==> src/rtl/rtg_pkg.sv <==
package rtg_pkg;
    localparam int FIELD_W = 16;
    localparam int DATA_W  = 2 * FIELD_W;
    localparam int ADDR_W  = 4;
    localparam int AXES    = 2;
    localparam logic [FIELD_W-1:0] UNLOCK_KEY = 16'h4758;

    typedef enum logic [ADDR_W-1:0] {
        A_LOCK  = 4'd0,
        A_CFG   = 4'd1,
        A_PITCH = 4'd2,
        A_H_ACT = 4'd3,
        A_H_BLK = 4'd4,
        A_H_SYN = 4'd5,
        A_V_ACT = 4'd6,
        A_V_BLK = 4'd7,
        A_V_SYN = 4'd8
    } reg_addr_e;

    typedef struct packed {
        logic [FIELD_W-1:0] hi;
        logic [FIELD_W-1:0] lo;
    } win_t;

    typedef struct packed {
        win_t syn;
        win_t blk;
        win_t act;
    } axis_tim_t;

    typedef struct packed {
        logic [1:0] fmt;
        logic       vid;
        logic       gfx;
        logic       run;
    } cfg_t;

    typedef struct packed {
        logic                  unlocked;
        cfg_t                  cfg;
        logic [FIELD_W-1:0]    pitch;
        axis_tim_t [AXES-1:0]  tim;
    } rf_t;
endpackage

==> src/rtl/rtg_regfile.sv <==
module rtg_regfile
    import rtg_pkg::*;
#(
    parameter int AW = ADDR_W,
    parameter int DW = DATA_W
) (
    input  logic                  clk,
    input  logic                  rst_n,
    input  logic [AW-1:0]         addr,
    input  logic [DW-1:0]         wdata,
    input  logic                  we,
    output logic [DW-1:0]         rdata,
    output cfg_t                  cfg,
    output axis_tim_t [AXES-1:0]  tim
);
    rf_t rf_d, rf_q;

    always_comb begin
        rf_d = rf_q;
        if (we) begin
            if (addr == A_LOCK) begin
                rf_d.unlocked = (wdata[FIELD_W-1:0] == UNLOCK_KEY);
            end else if (rf_q.unlocked) begin
                case (addr)
                    A_CFG:   rf_d.cfg = '{fmt: wdata[5:4], vid: wdata[2],
                                          gfx: wdata[1], run: wdata[0]};
                    A_PITCH: rf_d.pitch = wdata[FIELD_W-1:0];
                    A_H_ACT: rf_d.tim[0].act = wdata;
                    A_H_BLK: rf_d.tim[0].blk = wdata;
                    A_H_SYN: rf_d.tim[0].syn = wdata;
                    A_V_ACT: rf_d.tim[1].act = wdata;
                    A_V_BLK: rf_d.tim[1].blk = wdata;
                    A_V_SYN: rf_d.tim[1].syn = wdata;
                    default: ;
                endcase
            end
        end
    end

    always_ff @(posedge clk or negedge rst_n) begin
        if (!rst_n) rf_q <= '0;
        else        rf_q <= rf_d;
    end

    always_comb begin
        rdata = '0;
        case (addr)
            A_LOCK:  rdata[0] = rf_q.unlocked;
            A_CFG:   rdata[5:0] = {rf_q.cfg.fmt, 1'b0, rf_q.cfg.vid,
                                   rf_q.cfg.gfx, rf_q.cfg.run};
            A_PITCH: rdata[FIELD_W-1:0] = rf_q.pitch;
            A_H_ACT: rdata = rf_q.tim[0].act;
            A_H_BLK: rdata = rf_q.tim[0].blk;
            A_H_SYN: rdata = rf_q.tim[0].syn;
            A_V_ACT: rdata = rf_q.tim[1].act;
            A_V_BLK: rdata = rf_q.tim[1].blk;
            A_V_SYN: rdata = rf_q.tim[1].syn;
            default: rdata = '0;
        endcase
    end

    assign cfg = rf_q.cfg;
    assign tim = rf_q.tim;

    AST_LOCKED_IGNORE: assert property (@(posedge clk) disable iff (!rst_n)
        (we && addr != A_LOCK && !rf_q.unlocked) |=>
            ($stable(rf_q.cfg) && $stable(rf_q.pitch) && $stable(rf_q.tim)));
    AST_KEY_UNLOCKS: assert property (@(posedge clk) disable iff (!rst_n)
        (we && addr == A_LOCK && wdata[FIELD_W-1:0] == UNLOCK_KEY) |=> rf_q.unlocked);
endmodule

==> src/rtl/rtg_axis.sv <==
module rtg_axis
    import rtg_pkg::*;
#(
    parameter int W = FIELD_W
) (
    input  logic           clk,
    input  logic           rst_n,
    input  logic           run,
    input  logic           step,
    input  axis_tim_t      tim,
    output logic [W-1:0]   count,
    output logic           wrap,
    output logic           in_act,
    output logic           in_blk,
    output logic           in_syn
);
    typedef struct packed {
        logic [W-1:0] cnt;
    } axis_st_t;

    axis_st_t st_d, st_q;

    always_comb begin
        st_d = st_q;
        wrap = run && step && (st_q.cnt >= tim.act.hi);
        if (!run)       st_d.cnt = '0;
        else if (wrap)  st_d.cnt = '0;
        else if (step)  st_d.cnt = st_q.cnt + 1'b1;
    end

    always_ff @(posedge clk or negedge rst_n) begin
        if (!rst_n) st_q <= '0;
        else        st_q <= st_d;
    end

    assign count  = st_q.cnt;
    assign in_act = (st_q.cnt <= tim.act.lo);
    assign in_blk = (st_q.cnt > tim.blk.lo) && (st_q.cnt <= tim.blk.hi);
    assign in_syn = (st_q.cnt > tim.syn.lo) && (st_q.cnt <= tim.syn.hi);

    AST_HOLD_ZERO: assert property (@(posedge clk) disable iff (!rst_n)
        !run |=> (count == '0));
    AST_WRAP_ZERO: assert property (@(posedge clk) disable iff (!rst_n)
        wrap |=> (count == '0));
    AST_STEP_INC: assert property (@(posedge clk) disable iff (!rst_n)
        (run && step && !wrap) |=> (count == $past(count) + 1'b1));
    AST_IDLE_HOLD: assert property (@(posedge clk) disable iff (!rst_n)
        (run && !step) |=> $stable(count));
endmodule

==> src/rtl/raster_timing_gen.sv <==
module raster_timing_gen
    import rtg_pkg::*;
#(
    parameter int AW = ADDR_W,
    parameter int DW = DATA_W,
    parameter int CW = FIELD_W
) (
    input  logic           clk,
    input  logic           rst_n,
    input  logic [AW-1:0]  bus_addr,
    input  logic [DW-1:0]  bus_wdata,
    input  logic           bus_we,
    output logic [DW-1:0]  bus_rdata,
    output logic [CW-1:0]  hcount,
    output logic [CW-1:0]  vcount,
    output logic           hsync,
    output logic           vsync,
    output logic           blank,
    output logic           de,
    output logic           gfx_en,
    output logic           vid_en,
    output logic [1:0]     pix_fmt
);
    cfg_t                 cfg;
    axis_tim_t [AXES-1:0] tim;
    logic [AXES-1:0]      step, wrap, in_act, in_blk, in_syn;
    logic [CW-1:0]        cnt [AXES];

    rtg_regfile #(.AW(AW), .DW(DW)) u_regs (
        .clk(clk), .rst_n(rst_n), .addr(bus_addr), .wdata(bus_wdata),
        .we(bus_we), .rdata(bus_rdata), .cfg(cfg), .tim(tim)
    );

    for (genvar g = 0; g < AXES; g++) begin : g_axis
        if (g == 0) begin : g_first
            assign step[g] = 1'b1;
        end else begin : g_chain
            assign step[g] = wrap[g-1];
        end
        rtg_axis #(.W(CW)) u_axis (
            .clk(clk), .rst_n(rst_n), .run(cfg.run), .step(step[g]),
            .tim(tim[g]), .count(cnt[g]), .wrap(wrap[g]),
            .in_act(in_act[g]), .in_blk(in_blk[g]), .in_syn(in_syn[g])
        );
    end

    assign hcount  = cnt[0];
    assign vcount  = cnt[1];
    assign hsync   = cfg.run && in_syn[0];
    assign vsync   = cfg.run && in_syn[1];
    assign de      = cfg.run && (&in_act);
    assign blank   = !cfg.run || (|in_blk);
    assign gfx_en  = cfg.gfx;
    assign vid_en  = cfg.vid;
    assign pix_fmt = cfg.fmt;

    AST_OFF_QUIET: assert property (@(posedge clk) disable iff (!rst_n)
        !cfg.run |-> (!hsync && !vsync && !de && blank));
    AST_V_ONLY_ON_WRAP: assert property (@(posedge clk) disable iff (!rst_n)
        (cfg.run && !wrap[0]) |=> $stable(vcount));
endmodule

==> config.mk <==
export PLATFORM = sky130hd
export DESIGN_NAME = raster_timing_gen
export DESIGN_NICKNAME = d
export VERILOG_FILES = /design/src/rtl/rtg_pkg.sv /design/src/rtl/rtg_regfile.sv /design/src/rtl/rtg_axis.sv /design/src/rtl/raster_timing_gen.sv
export SDC_FILE = /design/constraint.sdc
export NUM_CORES = 1
export LEC_CHECK = 0
export BUFFER_PORTS_ARGS = -buffer_cell sky130_fd_sc_hd__buf_4
export CAP_MARGIN = 20
export CORE_AREA = 4 4 190 192
export DETAILED_ROUTE_END_ITERATION = 8
export DIE_AREA = 0 0 194 196
export GPL_TIMING_DRIVEN = 0
export PLACE_DENSITY = 0.7
export SLEW_MARGIN = 20
export SYNTH_ARGS = -nofsm -noshare
export SYNTH_HDL_FRONTEND = slang
export SYNTH_HIERARCHICAL = 1
export SYNTH_SLANG_ARGS = --single-unit
export TNS_END_PERCENT = 50
==> constraint.sdc <==
create_clock -name clk -period 4.6 [get_ports clk]
set_clock_uncertainty 0.2 [all_clocks]
set_input_delay 0 -clock clk [delete_from_list [all_inputs] [get_ports clk]]
set_output_delay 0 -clock clk [all_outputs]
set_load 0.02 [all_outputs]
==> out/summary.md, run 1 <==
After layout, the minimum clock period comes to 3660 ps. The total design power came out at 8.39 mW. The worst hold slack was 48.5 ps; the number of nets in the finished design was 2,163. For the overall routed net length, the log shows 55,700 um. For the warning count from the yosys run, the log shows 6.

The run gives 940 ps as the reg-to-reg setup timing slack. The routed layout has 14,186 vias. For this run, the share of the core covered by cells in the final layout is 61.0%. Clock tree synthesis inserted a total of 29 buffers. The fraction of final layout cells sized beyond drive strength 1 is 32.2%. Final routed DRC violation total: 0.

The first detailed-routing pass ran for 8 iterations. The number of buffer and inverter stages on the critical path is 2. The final clock period utilization by the worst path is 79.6%. The number of gates resized after CTS was 0.

For this configuration, the core starts out at a cell density of 52.5%. The clock latency of the later-clocked register in the worst-skew pair was 560 ps; the wire length per cell was 23.1 um. The run gives 85,100 um as the wire length of the first global-routing pass.

In this run the mean area of a mapped cell was 10.4 sq um. The logs give 0.273 GHz for the maximum achievable frequency and 21,000 sq um for the post-route cell area. The floorplan has 68 rows.

No sink is reached through more buffers than the 3 on the longest clock path. TritonCTS built the clock tree. The via count of the first global-routing pass came out at 14,751.

The final global-route overflow total is 0, and the antenna diode count is 0. Along the worst hold path, the cell count comes to 3. For the final routed database, the setup TNS stands at 0 ps. The count of final hold-check violations is 0. The die is 194 um wide.

The standard cell core area came out at 34,400 sq um. For hold timing, the worst endpoint is u_regs/tim[24]. Using the TritonRoute via totals, the vias-per-cell ratio works out to 5.89. The number of top-level design ports is 111.

In the global route stage, overall resource usage came out at 28.7%. The number of antenna-violating nets in the routed design was 0. The tightest min-delay check is of the in -> reg type. The slowest stage of the critical path belongs to the cell sky130_fd_sc_hd__clkbuf_1. STA puts the critical path data required time at 4880 ps. The worst register-to-register path ends at g_axis[1].u_axis/count[4]. The synthesized instance count came out at 1,739. Setup repair after global routing left no endpoint under its margin.

The final-report max-slew violation count is 0. The tools report the final setup violation count as 0. Traced cell by cell, the critical path runs through inv_1 -> ha_1 -> nand2b_4 -> a2111oi_4 -> o21ai_2 -> a21oi_2 -> nor2_1 -> nor2b_1 -> clkbuf_1 -> a21oi_1 -> mux2i_1. Measured along the y axis, the die boundary spans 196 um. The worst-case IR drop observed on VDD is 349 uV. The most critical setup path has its startpoint at g_axis[0].u_axis/count[0]. The maximum fanout along the worst path works out to 10. The tools report the critical path capture point type as a flop.

Number of max-cap violations: 0. The tools report the master cell of the clock root buffer as sky130_fd_sc_hd__clkbuf_16. The count of buffers added on input and output ports is 110. The starting DRC count in detailed routing was 1,162; the pin count of the biggest net entering global routing was 99. The flow ran to the end, and the final reports show no timing, DRC or antenna violations.

The largest single stage delay on the critical path is 460 ps. Headroom to the max-slew limit came out at 35.2%. The worst setup path is launched from a flop.

Routability congestion estimate from global placement: 0.928. Counting cells, the worst reg-to-reg path comes to 11. The tools report the initial antenna violation count as 0. For the H-tree depth reported by CTS, the log shows 1. At the pin with the least slew margin, the transition time is 970 ps. The area overhead of the layout relative to synthesis is 16.1%.

Register clock-pin slew on the reported worst setup and hold paths: 60 ps. The worst hold path begins at bus_wdata[24]. Dividing total power by cell area gives a power density of 400 nW/um^2.

The sink count of the clock tree came out at 246. The combined area of all synthesized cells is 18,100 sq um. Among cell families on the critical path, the largest total delay comes from compound AO/OA/AOI/OAI gates. The leakage power summed over all cells was 10.7 nW; the data arrival time of the critical path was 3940 ps.

In this run the cell area measured after placement is 19,500 sq um. The kind of critical path was reg -> reg. The worst register-to-register path begins at g_axis[0].u_axis/count[0]. The run gives 42,300 um as the half-perimeter wire length after detailed placement. The die covers 38,000 sq um.
## report_power, final
group / total [mW] / switching, mW / internal (mW)
logic: 2.79 / 1.22 / 1.57
clock network: 2.38 / 0.960 / 1.42
registers: 3.22 / 0.554 / 2.66
## sequential cells by signal, summed over array words and instances, names as in the netlist
name,count
u_regs/cfg,5
u_regs/rf_q,17
g_axis.u_axis/count,32
u_regs/tim,192
## cell usage in the layout, fill, tap and decap left out, types with 38 or more instances in the layout
cell type	count
sky130_fd_sc_hd__dlygate4sd3_1	43
sky130_fd_sc_hd__nand2_1	50
sky130_fd_sc_hd__nand3_1	40
sky130_fd_sc_hd__dfrtp_1	246
sky130_fd_sc_hd__a21oi_1	56
sky130_fd_sc_hd__a21o_1	49
sky130_fd_sc_hd__buf_4	313
sky130_fd_sc_hd__mux2_2	191
sky130_fd_sc_hd__inv_1	199
sky130_fd_sc_hd__ha_1	194
sky130_fd_sc_hd__nand4_1	38
## routing by layer
layer / vias up / global-route usage, % / wire length, um
met5: - / 0 / 0
met1: 7036 / 36.8 / 22600
met4: 0 / 10.9 / 2510
met2: 561 / 49.6 / 27000
li1: 6460 / - / -
met3: 129 / 4.00 / 3550
## cell type report
cell class / instances / area [sq um]
timing repair buffer: 156 / 1350
tap: 455 / 569
multi-input combinational: 1043 / 9390
inverter: 199 / 747
sequential: 246 / 6160
buffer: 255 / 1790
fill: 2875 / 13400
clock inverter: 14 / 151
clock buffer: 39 / 823
## per-stage QoR
stage	cells	worst slack, ps
3_3_place_gp	2308	1080
5_1_grt	2407	686
4_1_cts	2407	964
6_report	2407	938
2_1_floorplan	1743	1620
3_5_place_dp	2310	1020
## worst max path at each step
stage / to / depth (start not counted) / slack [ps]
CTS: g_axis[1].u_axis/count[4] / 11 / 960
global route: vsync / 9 / 690
finish: g_axis[1].u_axis/count[4] / 11 / 940
global placement: g_axis[1].u_axis/count[4] / 10 / 1080
detailed placement: g_axis[1].u_axis/count[4] / 10 / 1020
floorplan: g_axis[1].u_axis/count[6] / 11 / 1620
## repair_timing
item / in CTS / in global routing
hold buffers: 44 / 0
hold endpoints to repair: 362 / 0
setup endpoints to repair: 0 / 0
setup buffers: 0 / 0
## tightest hold or removal path, stage by stage
cell and delay, ps:
sky130_fd_sc_hd__dlygate4sd3_1 530, sky130_fd_sc_hd__buf_4 130, sky130_fd_sc_hd__mux2_1 120
No activity file was read; power rests on OpenSTA's default activity.
==> inputs of run 2 (changes only) <==
==> constraint.sdc (replaced) <==
create_clock -name clk -period 3.5 [get_ports clk]
set_clock_uncertainty 0.2 [all_clocks]
set_input_delay 0 -clock clk [delete_from_list [all_inputs] [get_ports clk]]
set_output_delay 0 -clock clk [all_outputs]
set_load 0.02 [all_outputs]
==> out/summary.md, run 2 (synthesis results as in run 1) <==
The total design power was 11.0 mW (+32%). The number of antenna-violating nets in the routed design came out at 0 (unchanged). For the sink count of the clock tree, the log shows 246 (unchanged). The register clock-pin slew on the reported worst setup and hold paths is 60 ps (about the same).

The via count normalized by instance count is 5.89 (about the same). The tools report the clock latency of the later-clocked register in the worst-skew pair as 570 ps (about the same). Walking the worst path, the cells encountered are ha_1 -> nand4_1 -> a21oi_1 -> a211oi_1 -> o221ai_1 -> o211a_1 -> or3b_1 -> buf_4.

The shortest clock period the worst path allows after layout is 3410 ps, and the initial antenna violation count is 0 (unchanged). Worst max-slew margin expressed relative to the limit: 32.5% (-2.6 points). Number of top-level design ports: 111 (unchanged). The leakage power summed over all cells was 10.7 nW (-0.17%). The fraction of power spent switching nets works out to 32.7% (about the same). The antenna diode count is 0 (unchanged), and the power density relative to cell area is 525 nW/um^2 (+31%). The die width works out to 194 um (unchanged). The worst supply voltage drop on vdd is 460 uV (+32%). The wire length per cell was 23.2 um (about the same).

The cell sitting at the root of the clock tree is a sky130_fd_sc_hd__clkbuf_16. The total CTS buffers was 29 (unchanged). The worst setup path is of the reg -> out kind.

Count of final hold-check violations: 0 (unchanged). The run gives 7 (-1) as the number of optimization iterations in the first detailed-route pass. The tools report the start point of the critical path as g_axis[1].u_axis/count[6].

For the final setup slack of the worst path, the log shows 88.6 ps (-850 ps). The pin count of the biggest net entering global routing was 99 (unchanged); the final-report max-slew violation count was 0 (unchanged). The number of cells traversed by the worst register-to-register path is 12 (+1). The maximum fanout along the worst path came out at 12 (+2). The number of buffers on the longest clock path is 3 (unchanged), and the internal power is 7.42 mW (+32%). The tools report the standard cell core area as 34,400 sq um (unchanged).

The setup slack at placement came out at -83.9 ps (-1100 ps). The startpoint identified for the worst hold timing path is bus_wdata[24]. The startpoint kind of the worst setup timing path is a flop. The tools report the flip-flop and latch area as 6170 sq um (+0.30%).

The power dissipated by switching net loads was 3.60 mW (+32%). From synthesis to final layout, the design area changed by 16.3%. The number of max-cap violations came out at 0 (unchanged). The tools report the total of fill cells in the finished design as 2,873 (-0.070%). The worst endpoint required time is 3300 ps (-1580 ps), and the number of buffers inserted by port buffering is 110 (unchanged). The starting DRC count in detailed routing came out at 1,170 (+0.69%). The tools report the data arrival time of the critical path as 3210 ps (-730 ps). The run gives 52.5% (unchanged) as the starting density of the core. The via count of the first global-routing pass is 14,749 (-0.014%). Origin of the critical flop-to-flop path: g_axis[0].u_axis/count[0]. For the final global-route overflow total, the log shows 0 (unchanged). The run finished with clean final reports. The die extent in y works out to 196 um (unchanged).

After layout, the worst path uses 97.5% of the clock period. The final setup violation count is 0 (unchanged), and the maximum achievable frequency is 0.293 GHz. The half-perimeter wire length after detailed placement came out at 42,300 um (unchanged).

The sequential group share of total power was 38.4% (about the same). Critical path capture point type: a primary output. The logs give 9410 sq um (+0.24%) for the footprint of the multi-input gates and 38,000 sq um (unchanged) for the area of the die. The logs give 33.4% (about the same) for the power share of the combinational group and 21,000 sq um (+0.20%) for the post-route cell area. For the worst hold slack, the log shows 47.6 ps (-0.911 ps). The library cells used most frequently in the layout, excluding fill and tap cells, are sky130_fd_sc_hd__buf_4 (313), sky130_fd_sc_hd__dfrtp_1 (231), sky130_fd_sc_hd__inv_1 (199).

For the cell area after placement, the log shows 19,500 sq um (unchanged). The library cell used most frequently in the layout, excluding fill and tap cells, is sky130_fd_sc_hd__buf_4. The worst hold path depth works out to 3 (unchanged). Setup repair after global routing could not meet its margin everywhere.

The routability congestion estimate from global placement was 0.928 (unchanged); the global-route total usage across every layer was 28.7% (unchanged). The wire length of the first global-routing pass is 85,100 um (about the same). The tools report the overall routed net length as 55,800 um (about the same). The H-tree depth reported by CTS came out at 1 (unchanged).

On the critical path, the stage with the largest delay is an instance of sky130_fd_sc_hd__dfrtp_1. The transition time at the pin with the least slew margin was 1010 ps (+39.5 ps); the final setup TNS was 0 ps (unchanged). TritonCTS built the clock tree.

The worst stage delay on the critical path is 730 ps (+270 ps), and the row count is 68 (unchanged). The fraction of final layout cells sized beyond drive strength 1 was 33.3% (+1.1 points). The run gives 28.3% (about the same) as the clock group share of total power. The run gives 2,163 (unchanged) as the number of nets in the finished design. The number of flip-flops in the largest register was 192 (unchanged). The run gives 0 (unchanged) as the final routed DRC violation total.

The tools report the vias after detailed routing as 14,185 (-0.0070%). The worst hold path belongs to the class in -> reg.
[run 2: cell count changes in the layout (fill, tap and decap cells not counted)]
cell / before / now
sky130_fd_sc_hd__nor2_1: 25 / 24
sky130_fd_sc_hd__clkbuf_2: 0 / 1
sky130_fd_sc_hd__a211oi_2: 3 / 4
sky130_fd_sc_hd__a2111oi_2: 0 / 1
sky130_fd_sc_hd__dfrtp_2: 0 / 15
sky130_fd_sc_hd__a211oi_1: 15 / 14
sky130_fd_sc_hd__nor2_2: 0 / 1
sky130_fd_sc_hd__clkbuf_1: 23 / 22
sky130_fd_sc_hd__nor4_2: 1 / 2
sky130_fd_sc_hd__dfrtp_1: 246 / 231
sky130_fd_sc_hd__nor2b_2: 0 / 1
sky130_fd_sc_hd__a2111oi_0: 2 / 1
sky130_fd_sc_hd__nor2b_1: 27 / 26
sky130_fd_sc_hd__nor4_1: 4 / 3
[run 2: per-layer routing]
metal	global-route usage, %	vias to the layer above	share of wire (%)
met5	0	-	0
met4	10.9	0	4.7
met3	4.00	145	6.3
met2	49.6	554	48
met1	36.8	7023	41
li1	-	6463	-
[run 2: critical path, delay by kind of cell (launching register included)]
kind / cells / cell delay, ps
fa+ha+maj: 1 / 360
buf+inv: 1 / 170
compound gates: 4 / 840
flops: 1 / 730
simple gates: 2 / 540
[run 2: layout make-up]
type / count / share of cell area [%]
repair buffers: 156 / 6.41
flip-flops and latches: 246 / 29.4
clock buffers: 39 / 3.92
multi-input cells: 1043 / 44.8
inverters: 199 / 3.55
clock inverters: 14 / 0.720
plain buffers: 255 / 8.53
well taps: 455 / 2.71
[run 2: path summary, 6_finish.rpt]
kind                                        endpoint  slack [ps]
max                                            blank          90
min                                   u_regs/tim[24]          50
max reg2reg                g_axis[1].u_axis/count[9]         170
min reg2reg                         u_regs/rf_q[204]         310
max in group asynchronous  g_axis[1].u_axis/count[1]        1820
min in group asynchronous  g_axis[0].u_axis/count[8]         350
[run 2: timing repair]
| item | in CTS | in global routing |
|---|---|---|
| hold endpoints to repair | 362 | 0 |
| resized for setup | 6 | 16 |
| endpoints found under the setup margin | 12 | 17 |
| setup buffers | 0 | 0 |
| hold buffers | 44 | 0 |
[run 2: stage by stage]
stage          instances  utilization [%]
2_1_floorplan       1743                -
3_3_place_gp        2308             56.6
3_5_place_dp        2310             56.8
4_1_cts             2407             61.0
5_1_grt             2407             61.1
6_report            2407             61.1
[run 2: power groups by stage]
stage	sequential (mW)	clock, mW	combinational (mW)
final	4.23	3.12	3.68
after global routing	4.27	3.28	4.06
after CTS	4.22	3.16	3.66
after detailed placement	4.27	0	3.59
after global placement	4.25	0	3.44
after floorplan	3.89	0	2.79
